--- config.mk ---
export PLATFORM = sky130hd
export DESIGN_NAME = tick_timer_bank
export DESIGN_NICKNAME = d
export VERILOG_FILES = /design/src/rtl/tmr_pkg.sv /design/src/rtl/tmr_rst_sync.sv /design/src/rtl/tmr_reload_chan.sv /design/src/rtl/tmr_free_ctr.sv /design/src/rtl/tick_timer_bank.sv
export SDC_FILE = /design/constraint.sdc
export NUM_CORES = 1
export LEC_CHECK = 0
export BUFFER_PORTS_ARGS = -buffer_cell sky130_fd_sc_hd__clkbuf_2
export CORE_MARGIN = 1.5
export CORE_UTILIZATION = 55
export CTS_CLUSTER_SIZE = 8
export DETAILED_ROUTE_END_ITERATION = 7
export PLACE_DENSITY_LB_ADDON = 0.15
export SYNTH_ARGS = -nofsm -noshare
export SYNTH_HDL_FRONTEND = slang
export SYNTH_SLANG_ARGS = --single-unit
--- constraint.sdc ---
create_clock -name clk -period 6.3 [get_ports clk]
set_input_delay 1.26 -clock clk [delete_from_list [all_inputs] [get_ports clk]]
set_output_delay 1.26 -clock clk [all_outputs]
set_load 0.1 [all_outputs]
--- src/rtl/tmr_pkg.sv ---
package tmr_pkg;
  localparam int NUM_CH        = 3;
  localparam int DATA_W        = 32;
  localparam int ADDR_W        = 8;
  localparam int FREE_W        = 40;
  localparam int HI_W          = FREE_W - DATA_W;
  localparam int CTRL_EN_BIT   = 7;
  localparam int CTRL_PER_BIT  = 6;
  localparam int CTRL_FSEL_BIT = 3;
  localparam int FREE_EN_BIT   = 8;

  localparam logic [1:0] WORD_LOAD  = 2'd0;
  localparam logic [1:0] WORD_COUNT = 2'd1;
  localparam logic [1:0] WORD_CTRL  = 2'd2;
  localparam logic [1:0] WORD_CLEAR = 2'd3;

  localparam logic [ADDR_W-1:0] FREE_LO_ADDR = 8'h60;
  localparam logic [ADDR_W-1:0] FREE_HI_ADDR = 8'h64;

  typedef struct packed {
    logic en;
    logic per;
    logic fsel;
  } chan_ctrl_t;

  function automatic int chan_width(input int idx);
    return (idx == 2) ? 32 : 16;
  endfunction

  function automatic logic [ADDR_W-1:0] chan_base(input int idx);
    case (idx)
      0:       return 8'h00;
      1:       return 8'h20;
      default: return 8'h80;
    endcase
  endfunction
endpackage

--- src/rtl/tmr_rst_sync.sv ---
module tmr_rst_sync #(
  parameter int STAGES = 2
) (
  input  logic clk,
  input  logic rst_n,
  output logic rst_sync_n
);
  logic [STAGES-1:0] sync_q;

  always_ff @(posedge clk or negedge rst_n) begin
    if (!rst_n) sync_q <= '0;
    else        sync_q <= {sync_q[STAGES-2:0], 1'b1};
  end

  assign rst_sync_n = sync_q[STAGES-1];
endmodule

--- src/rtl/tmr_reload_chan.sv ---
module tmr_reload_chan
  import tmr_pkg::*;
#(
  parameter int W = 16
) (
  input  logic              clk,
  input  logic              rst_n,
  input  logic              slow_tick,
  input  logic              fast_tick,
  input  logic              ld_we,
  input  logic              ctrl_we,
  input  logic              clr_we,
  input  logic [DATA_W-1:0] wdata,
  output logic [DATA_W-1:0] load_rd,
  output logic [DATA_W-1:0] count_rd,
  output logic [DATA_W-1:0] ctrl_rd,
  output logic              irq
);
  localparam logic [W-1:0] ONE_W = W'(1);

  chan_ctrl_t ctrl_q, ctrl_d;
  logic [W-1:0] load_q, load_d;
  logic [W-1:0] cnt_q, cnt_d;
  logic         irq_q, irq_d;
  logic         tick_sel, step, under;

  always_comb begin
    tick_sel = ctrl_q.fsel ? fast_tick : slow_tick;
    step     = ctrl_q.en && tick_sel;
    under    = step && (cnt_q == '0) && !ld_we;

    load_d = ld_we ? wdata[W-1:0] : load_q;

    cnt_d = cnt_q;
    if (ld_we) begin
      cnt_d = wdata[W-1:0];
    end else if (step) begin
      if (cnt_q == '0) cnt_d = ctrl_q.per ? load_q : '1;
      else             cnt_d = cnt_q - ONE_W;
    end

    ctrl_d = ctrl_q;
    if (ctrl_we) begin
      ctrl_d.en   = wdata[CTRL_EN_BIT];
      ctrl_d.per  = wdata[CTRL_PER_BIT];
      ctrl_d.fsel = wdata[CTRL_FSEL_BIT];
    end

    irq_d = irq_q;
    if (under)       irq_d = 1'b1;
    else if (clr_we) irq_d = 1'b0;
  end

  always_ff @(posedge clk or negedge rst_n) begin
    if (!rst_n) begin
      ctrl_q <= '0;
      load_q <= '0;
      cnt_q  <= '0;
      irq_q  <= 1'b0;
    end else begin
      ctrl_q <= ctrl_d;
      load_q <= load_d;
      cnt_q  <= cnt_d;
      irq_q  <= irq_d;
    end
  end

  always_comb begin
    load_rd                = '0;
    load_rd[W-1:0]         = load_q;
    count_rd               = '0;
    count_rd[W-1:0]        = cnt_q;
    ctrl_rd                = '0;
    ctrl_rd[CTRL_EN_BIT]   = ctrl_q.en;
    ctrl_rd[CTRL_PER_BIT]  = ctrl_q.per;
    ctrl_rd[CTRL_FSEL_BIT] = ctrl_q.fsel;
  end

  assign irq = irq_q;

  AST_RELOAD_ON_UNDER: assert property (@(posedge clk) disable iff (!rst_n)
    (under && ctrl_q.per) |=> (cnt_q == $past(load_q)));
  AST_WRAP_ON_UNDER: assert property (@(posedge clk) disable iff (!rst_n)
    (under && !ctrl_q.per) |=> (&cnt_q));
  AST_IRQ_ON_UNDER: assert property (@(posedge clk) disable iff (!rst_n)
    under |=> irq);
  AST_CLR_DROPS: assert property (@(posedge clk) disable iff (!rst_n)
    (clr_we && !under) |=> !irq);
  AST_IDLE_HOLDS: assert property (@(posedge clk) disable iff (!rst_n)
    (!ctrl_q.en && !ld_we) |=> $stable(cnt_q));
  AST_LOAD_WINS: assert property (@(posedge clk) disable iff (!rst_n)
    ld_we |=> (cnt_q == $past(wdata[W-1:0])));
endmodule

--- src/rtl/tmr_free_ctr.sv ---
module tmr_free_ctr
  import tmr_pkg::*;
(
  input  logic              clk,
  input  logic              rst_n,
  input  logic              fast_tick,
  input  logic              en_we,
  input  logic              en_wdata,
  input  logic              lo_rd,
  output logic [DATA_W-1:0] lo_word,
  output logic [DATA_W-1:0] hi_word
);
  localparam logic [FREE_W-1:0] ONE_F = FREE_W'(1);

  logic              en_q, en_d;
  logic [FREE_W-1:0] cnt_q, cnt_d;
  logic [HI_W-1:0]   hold_q, hold_d;

  always_comb begin
    en_d   = en_we ? en_wdata : en_q;
    cnt_d  = (en_q && fast_tick) ? cnt_q + ONE_F : cnt_q;
    hold_d = lo_rd ? cnt_q[FREE_W-1:DATA_W] : hold_q;
  end

  always_ff @(posedge clk or negedge rst_n) begin
    if (!rst_n) begin
      en_q   <= 1'b0;
      cnt_q  <= '0;
      hold_q <= '0;
    end else begin
      en_q   <= en_d;
      cnt_q  <= cnt_d;
      hold_q <= hold_d;
    end
  end

  always_comb begin
    lo_word              = cnt_q[DATA_W-1:0];
    hi_word              = '0;
    hi_word[HI_W-1:0]    = hold_q;
    hi_word[FREE_EN_BIT] = en_q;
  end

  AST_FREE_STEP: assert property (@(posedge clk) disable iff (!rst_n)
    (en_q && fast_tick) |=> (cnt_q == $past(cnt_q) + ONE_F));
  AST_FREE_STOPPED: assert property (@(posedge clk) disable iff (!rst_n)
    !en_q |=> $stable(cnt_q));
  AST_HI_CAPTURE: assert property (@(posedge clk) disable iff (!rst_n)
    lo_rd |=> (hold_q == $past(cnt_q[FREE_W-1:DATA_W])));
endmodule

--- src/rtl/tick_timer_bank.sv ---
module tick_timer_bank
  import tmr_pkg::*;
(
  input  logic              clk,
  input  logic              rst_n,
  input  logic              slow_tick,
  input  logic              fast_tick,
  input  logic [ADDR_W-1:0] addr,
  input  logic [DATA_W-1:0] wdata,
  input  logic              wr_en,
  input  logic              rd_en,
  output logic [DATA_W-1:0] rdata,
  output logic [NUM_CH-1:0] irq
);
  logic rst_sync_n;

  tmr_rst_sync #(.STAGES(2)) u_rst (
    .clk        (clk),
    .rst_n      (rst_n),
    .rst_sync_n (rst_sync_n)
  );

  logic [1:0]        word_idx;
  logic [NUM_CH-1:0] ch_sel;
  logic [DATA_W-1:0] ch_load  [NUM_CH];
  logic [DATA_W-1:0] ch_count [NUM_CH];
  logic [DATA_W-1:0] ch_ctrl  [NUM_CH];

  assign word_idx = addr[3:2];

  for (genvar gi = 0; gi < NUM_CH; gi++) begin : g_chan
    localparam logic [ADDR_W-1:0] BASE = chan_base(gi);
    assign ch_sel[gi] = (addr[ADDR_W-1:4] == BASE[ADDR_W-1:4]);

    tmr_reload_chan #(.W(chan_width(gi))) u_chan (
      .clk       (clk),
      .rst_n     (rst_sync_n),
      .slow_tick (slow_tick),
      .fast_tick (fast_tick),
      .ld_we     (wr_en && ch_sel[gi] && (word_idx == WORD_LOAD)),
      .ctrl_we   (wr_en && ch_sel[gi] && (word_idx == WORD_CTRL)),
      .clr_we    (wr_en && ch_sel[gi] && (word_idx == WORD_CLEAR)),
      .wdata     (wdata),
      .load_rd   (ch_load[gi]),
      .count_rd  (ch_count[gi]),
      .ctrl_rd   (ch_ctrl[gi]),
      .irq       (irq[gi])
    );
  end

  logic [DATA_W-1:0] free_lo, free_hi;

  tmr_free_ctr u_free (
    .clk       (clk),
    .rst_n     (rst_sync_n),
    .fast_tick (fast_tick),
    .en_we     (wr_en && (addr == FREE_HI_ADDR)),
    .en_wdata  (wdata[FREE_EN_BIT]),
    .lo_rd     (rd_en && (addr == FREE_LO_ADDR)),
    .lo_word   (free_lo),
    .hi_word   (free_hi)
  );

  logic [DATA_W-1:0] rd_mux, rdata_q, rdata_d;

  always_comb begin
    rd_mux = '0;
    for (int i = 0; i < NUM_CH; i++) begin
      if (ch_sel[i]) begin
        case (word_idx)
          WORD_LOAD:  rd_mux = ch_load[i];
          WORD_COUNT: rd_mux = ch_count[i];
          WORD_CTRL:  rd_mux = ch_ctrl[i];
          default:    rd_mux = '0;
        endcase
      end
    end
    if (addr == FREE_LO_ADDR) rd_mux = free_lo;
    if (addr == FREE_HI_ADDR) rd_mux = free_hi;
    rdata_d = rd_en ? rd_mux : rdata_q;
  end

  always_ff @(posedge clk or negedge rst_sync_n) begin
    if (!rst_sync_n) rdata_q <= '0;
    else             rdata_q <= rdata_d;
  end

  assign rdata = rdata_q;

  AST_RDATA_HOLD: assert property (@(posedge clk) disable iff (!rst_sync_n)
    !rd_en |=> $stable(rdata));
  AST_SEL_ONEHOT: assert property (@(posedge clk) disable iff (!rst_sync_n)
    $onehot0(ch_sel));
endmodule

### Word level (Yosys, flattened, before mapping)

Index checks and enable logic that the tools add are counted.
Widths: inputs -> output; s select.

* bits in registers: 223
* input port bits: 46
* output and inout bits: 35
* logic and storage cells: 101

* $add $sub $neg: 4
* reduce and logical (&&, ||, !) cells: 38
* equality and inequality tests: 7
* multiplexer cells: 29

Operators by type and width (number)
* $mux 32: 9
* $mux 16: 8
* $pmux 16 s3: 2
* $pmux 32 s3: 1
* $add 40x1->40 const B: 1
* $logic_not 16->1: 2
* $logic_not 32->1: 1
* $sub 16x1->16 const B: 2
* $sub 32x1->32 const B: 1
* $logic_and 1x1->1: 24
* $eq 8x7->1 const B: 2
* $reduce_bool 2->1: 6
* $mux 1: 9
* $eq 2x2->1 const B: 2
* $eq 4x2->1 const B: 1
* $eq 4x4->1 const B: 1
* $logic_not 4->1: 1
* $logic_not 1->1: 3
* $eq 2x1->1 const B: 1
* $logic_not 2->1: 1

### Longest topological paths before layout

* word-level depth: 7
* depth in mapped cells: 10
* gate-level depth less buffers: 8

### By module

Synthesis repeated with hierarchy kept, for this count alone.

* cell total of the unflattened synthesis: 1783
* area total of the unflattened synthesis: 16674.7 µm²

Modules (own cells, without submodules)
* tick_timer_bank: area each 4913.5 µm², instances 1, cells an instance 609
* tmr_reload_chan (g_chan[2].u_chan): area each 4060.1 µm², instances 1, cells an instance 405
* tmr_free_ctr: area each 2643.8 µm², instances 1, cells an instance 240
* tmr_reload_chan (g_chan[1].u_chan): area each 2572.5 µm², instances 1, cells an instance 271
* tmr_reload_chan (g_chan[0].u_chan): area each 2431.1 µm², instances 1, cells an instance 255
* tmr_rst_sync: area each 53.8 µm², instances 1, cells an instance 3

### Worst setup path before layout

OpenSTA, ideal clock, no wires.

* path type: input to register
* start point: input addr[5]
* end point: register g_chan[2].u_chan.cnt_q[29]
* setup slack: 3.229 ns
* setup time: 0.134 ns
* data arrival time: 2.936 ns
* required time: 6.166 ns
* stages on the path: 9
* path through: clkbuf_1 or4b_1 clkbuf_1 nor2_1 buf_2 nor2_1 a21boi_0 and2_1 a22oi_1

* cells in the longest elaborated chain, start to end: 4
* elaborated cells between the ends (all ways): 5
* those cells by class: eq/ne: 1; mux: 1; reduce/logical: 3

Ends and longest elaborated chain
* from (decl): line tick_timer_bank.sv:8 `input logic [ADDR_W-1:0] addr,`
* $eq 4x4->1 (*): line tick_timer_bank.sv:33 `assign ch_sel[gi] = (addr[ADDR_W-1:4] == BASE[ADDR_W-1:4]);`
* $logic_and 1x1->1 (*) (2 in a row): line tick_timer_bank.sv:40 `.ld_we (wr_en && ch_sel[gi] && (word_idx == WORD_LOAD)),`
* $mux 32 or $reduce_bool 2->1 (tied branches)
* to (signal assigned): line tmr_reload_chan.sv:63 `cnt_q <= cnt_d;`
* to (decl): line tmr_reload_chan.sv:23 `logic [W-1:0] cnt_q, cnt_d;`

Mark *: on every way between the ends. The rest lies on a longest branch, timed or not.
A chain may end at the register's enable or synchronous reset.

### Worst setup path after layout

* start point: input addr[3]
* end point: register g_chan[2].u_chan.cnt_q[29]

* cells in the longest elaborated chain, start to end: 3
* elaborated cells between the ends (all ways): 4
* those cells by class: mux: 1; reduce/logical: 3

Ends and longest elaborated chain (line)
* $logic_not 2->1 (*): tick_timer_bank.sv:40
* $logic_and 1x1->1 (*): tick_timer_bank.sv:40
* $mux 32 or $reduce_bool 2->1 (tied branches)

Marks and branches as above.

==> flow_metrics.env <==
export IMPL_outcome="completed"
export IMPL_htreeDepth=1
export IMPL_worstSetupStartpointType="input pin"
export IMPL_synthFlopType="dfrtp_1"
export IMPL_gp_congestion=0.9353
export IMPL_yosys_area_top_type="dfrtp_1"
export IMPL_p_leak_uw=0.006226
export IMPL_drtPass1Iterations=5
export IMPL_dieArea_um2=23510
export IMPL_ctsLongestPathBuffers=3
export IMPL_diodes=0
export IMPL_r2r_cells=6
export IMPL_worstMarginPinSlew_ns=1.253
export IMPL_grt_pass1_wl_um=57270
export IMPL_ctsResizeCount=0
export IMPL_end_kind="register"
export IMPL_track_usage_pct=30.74
export IMPL_utilization_pct=62.45
export IMPL_layout_min_cycle_time_ns=3.441
export IMPL_path_class="input pin to register"
export IMPL_hp_class="register to async pin"
export IMPL_ctsHoldBuffers=0
export IMPL_avgSynthCellArea_um2=8.988
export IMPL_yosysWarningCount=0
export IMPL_cts_buffers=31
export IMPL_maxSlewHeadroom_pct=16.18
export IMPL_io_buffers=80
export IMPL_rsz0062_at_grt="false"
export IMPL_finalHoldViolations=0
export IMPL_grt_pass1_vias=10289
export IMPL_synth_cell_types=70
export IMPL_yosysTopAreaCellShare_pct=44.89
export IMPL_arrival_ns=3.92
export IMPL_netlist_area_um2=12430
export IMPL_power_density_nw_per_um2=356.8
export IMPL_gr_total_overflow=0
export IMPL_vias_per_cell=6.324
export IMPL_yosysSeqAreaShare_pct=44.89
export IMPL_fin_setup_tns_ns=0
export IMPL_synth_edf_count=0
export IMPL_cap_violations=0
export IMPL_cts_tree="done"
export IMPL_via_count=10795
export IMPL_initial_utilization_pct=56.44
export IMPL_clock_sinks=223
export IMPL_setup_violations=0
export IMPL_postRouteAntennaNets=0
export IMPL_clock_latency_ns=0.56
export IMPL_fp_dieW_um=153.3
export IMPL_core_area_um2=22030
export IMPL_drt_iter0_drc=909
export IMPL_fmax_ghz=0.2906
export IMPL_grt_max_degree=83
export IMPL_synth_seq_cells=223
export IMPL_post_route_period_util_pct=54.62
export IMPL_die_y_um=153.3
export IMPL_fin_skew_ns=0.009890
export IMPL_clockRootBuffer="clkbuf_16"
export IMPL_cp_max_fo=39
export IMPL_drc_errors=0
export IMPL_syn_inst=1383
export IMPL_slew_violations=0
export IMPL_grt_antenna_before_repair=1
export IMPL_dp_hpwl_um=25020
export IMPL_ys_async_sr_fraction_pct=100.0
export IMPL_peakVddDrop_uv=249.6
export IMPL_cts_clk_slew_worst_paths_ns=0.05
export IMPL_postCtsSetupBuffers=0
export IMPL_synthTopCellsByArea="dfrtp_1 (45%), nand2_1 (7.4%), mux2i_1 (4.1%), xnor2_1 (3.5%), mux2_2 (3.4%)"
export IMPL_drive_above_1_share_pct=13.38
export IMPL_critical_path_required_ns=6.78
export IMPL_pin_count=81
export IMPL_layout_nets=1479
export IMPL_synth_nets=1436
export IMPL_wl_per_cell_um=20.98
export IMPL_syn2layout_area_growth_pct=10.65
export IMPL_wl_um=35810
export IMPL_placementRows=54
export IMPL_num_fill_cells=1888
==> layer usage <==
metal	vias up	global-route usage (%)	part of all wire, %
met5	-	0	0
met4	0	9.894	2.9
met3	74	4.990	8.3
met2	472	46.93	44
met1	5272	44.86	44
li1	4977	-	-
==> cell families (layout without fill, tap and decap cells) <==
kind of cell    after synthesis  in the layout  share of synthesized area, %
compound gates              280            280                         14.51
xor+xnor                     78             78                         5.496
fa+ha+maj                     7              7                        0.7045
buf+inv                     140            184                         4.680
flops                       223            223                         44.89
mux                          88             88                         7.458
other cells                   1              1                       0.03017
simple gates                566            566                         22.22
==> report_power, final <==
| group | switching, uW | internal, uW | total, uW |
|---|---|---|---|
| Sequential | 373 | 1690 | 2060 |
| Combinational | 840 | 552 | 1390 |
| Clock | 596 | 861 | 1460 |
| Total | 1810 | 3100 | 4910 |
==> worst max-delay path: stages <==
cell and delay [ns]:
clkbuf_2 0.42, or3b_2 0.31, nor2_2 0.04, buf_4 0.27
nor2_1 0.82, buf_4 0.34, a21boi_0 0.13, and2_1 0.17
a22oi_1 0.14
==> worst paths after layout <==
path                            slack, ns                            end                    startpoint
worst min register to register       0.33   g_chan[2].u_chan.load_rd[19]               u_rst.sync_q[1]
worst max register to register       3.24   g_chan[2].u_chan.count_rd[3]  g_chan[2].u_chan.count_rd[6]
min in group clk                     0.35                u_rst.sync_q[1]               u_rst.sync_q[0]
worst max-delay path                 2.86  g_chan[2].u_chan.count_rd[29]                       addr[3]
max in group asynchronous            4.23     g_chan[1].u_chan.load_q[2]               u_rst.sync_q[1]
worst min-delay path                 0.33   g_chan[2].u_chan.load_rd[19]               u_rst.sync_q[1]
==> through the flow <==
stage                     cell area (um^2)  cells  setup WS [ns]  hold slack [ns]  total power [uW]
after global routing                 13750   1707          2.650           0.3631              5169
final                                13750   1707          2.859           0.3261              4907
after global placement               12950   1673          2.408           0.3417              3411
after floorplan                      12430   1383          2.633           0.3311              3069
after detailed placement             12950   1673          2.331           0.3372              3435
after CTS                            13750   1707          2.907           0.3490              4901
==> cells in the mapped netlist, drive strengths merged, types with 3 or more instances <==
| library cell | instances |
|---|---|
| a311o | 9 |
| a211oi | 12 |
| a21oi | 64 |
| inv | 53 |
| o31ai | 4 |
| and3 | 10 |
| dfrtp | 223 |
| nor2 | 105 |
| clkbuf | 55 |
| nor4b | 8 |
| a311oi | 3 |
| or3b | 3 |
| a221o | 7 |
| nand3 | 53 |
| mux2 | 37 |
| a31oi | 15 |
| o221ai | 8 |
| xor2 | 29 |
| or2 | 4 |
| and4 | 7 |
| ha | 7 |
| and2 | 5 |
| o21ai | 63 |
| a22oi | 7 |
| nand2b | 5 |
| buf | 32 |
| nor3b | 19 |
| nand4b | 4 |
| or4b | 3 |
| o211ai | 12 |
| or4 | 8 |
| nand2 | 246 |
| a221oi | 8 |
| nand4 | 12 |
| xnor2 | 49 |
| o311ai | 9 |
| nor3 | 24 |
| o22ai | 44 |
| mux2i | 51 |
| nor4 | 18 |
| nand3b | 14 |
| or3 | 6 |
| a21boi | 5 |
| nor2b | 9 |
==> placed cells by master (no fill, tap or decap), types with 8 or more instances in the layout <==
cell,netlist,final
a211oi_1,12,12
a21oi_1,64,64
a221oi_1,8,8
a311o_1,9,9
a31oi_1,15,15
and3_1,10,10
buf_4,4,18
clkbuf_16,0,31
clkbuf_2,1,79
dfrtp_1,223,222
inv_1,53,53
mux2_2,37,37
mux2i_1,51,51
nand2_1,246,246
nand3_1,52,52
nand3b_1,14,14
nand4_1,12,12
nor2_1,105,102
nor2b_1,9,9
nor3_1,22,21
nor3b_1,19,19
nor4_1,14,14
o211ai_1,12,12
o21ai_0,59,59
o221ai_1,8,8
o22ai_1,43,43
or4_1,8,8
xnor2_1,49,49
xor2_1,29,29
==> state kept, by name, indices dropped and copies added (netlist names) <==
signal and flops:
g_chan.u_chan.load_q 32, g_chan.u_chan.load_rd 32, g_chan.u_chan.count_rd 32, u_free.hold_q 8, u_free.en_q 1, u_free.cnt_q 40, u_rst.sync_q 2, g_chan.u_chan.irq 3
rdata 32, g_chan.u_chan.cnt_q 32, g_chan.u_chan.ctrl_rd 9
==> cell type report <==
cell class	count	area [um^2]	area share [%]
multi-input cells	1020	6287	45.71
flip-flops and latches	223	5584	40.60
clock buffers	33	783.3	5.695
repair buffers	97	530.5	3.857
well taps	280	350.3	2.547
inverters	53	198.9	1.446
clock inverters	1	20.02	0.1455
Note: power is estimated with default switching activity, not from simulation.
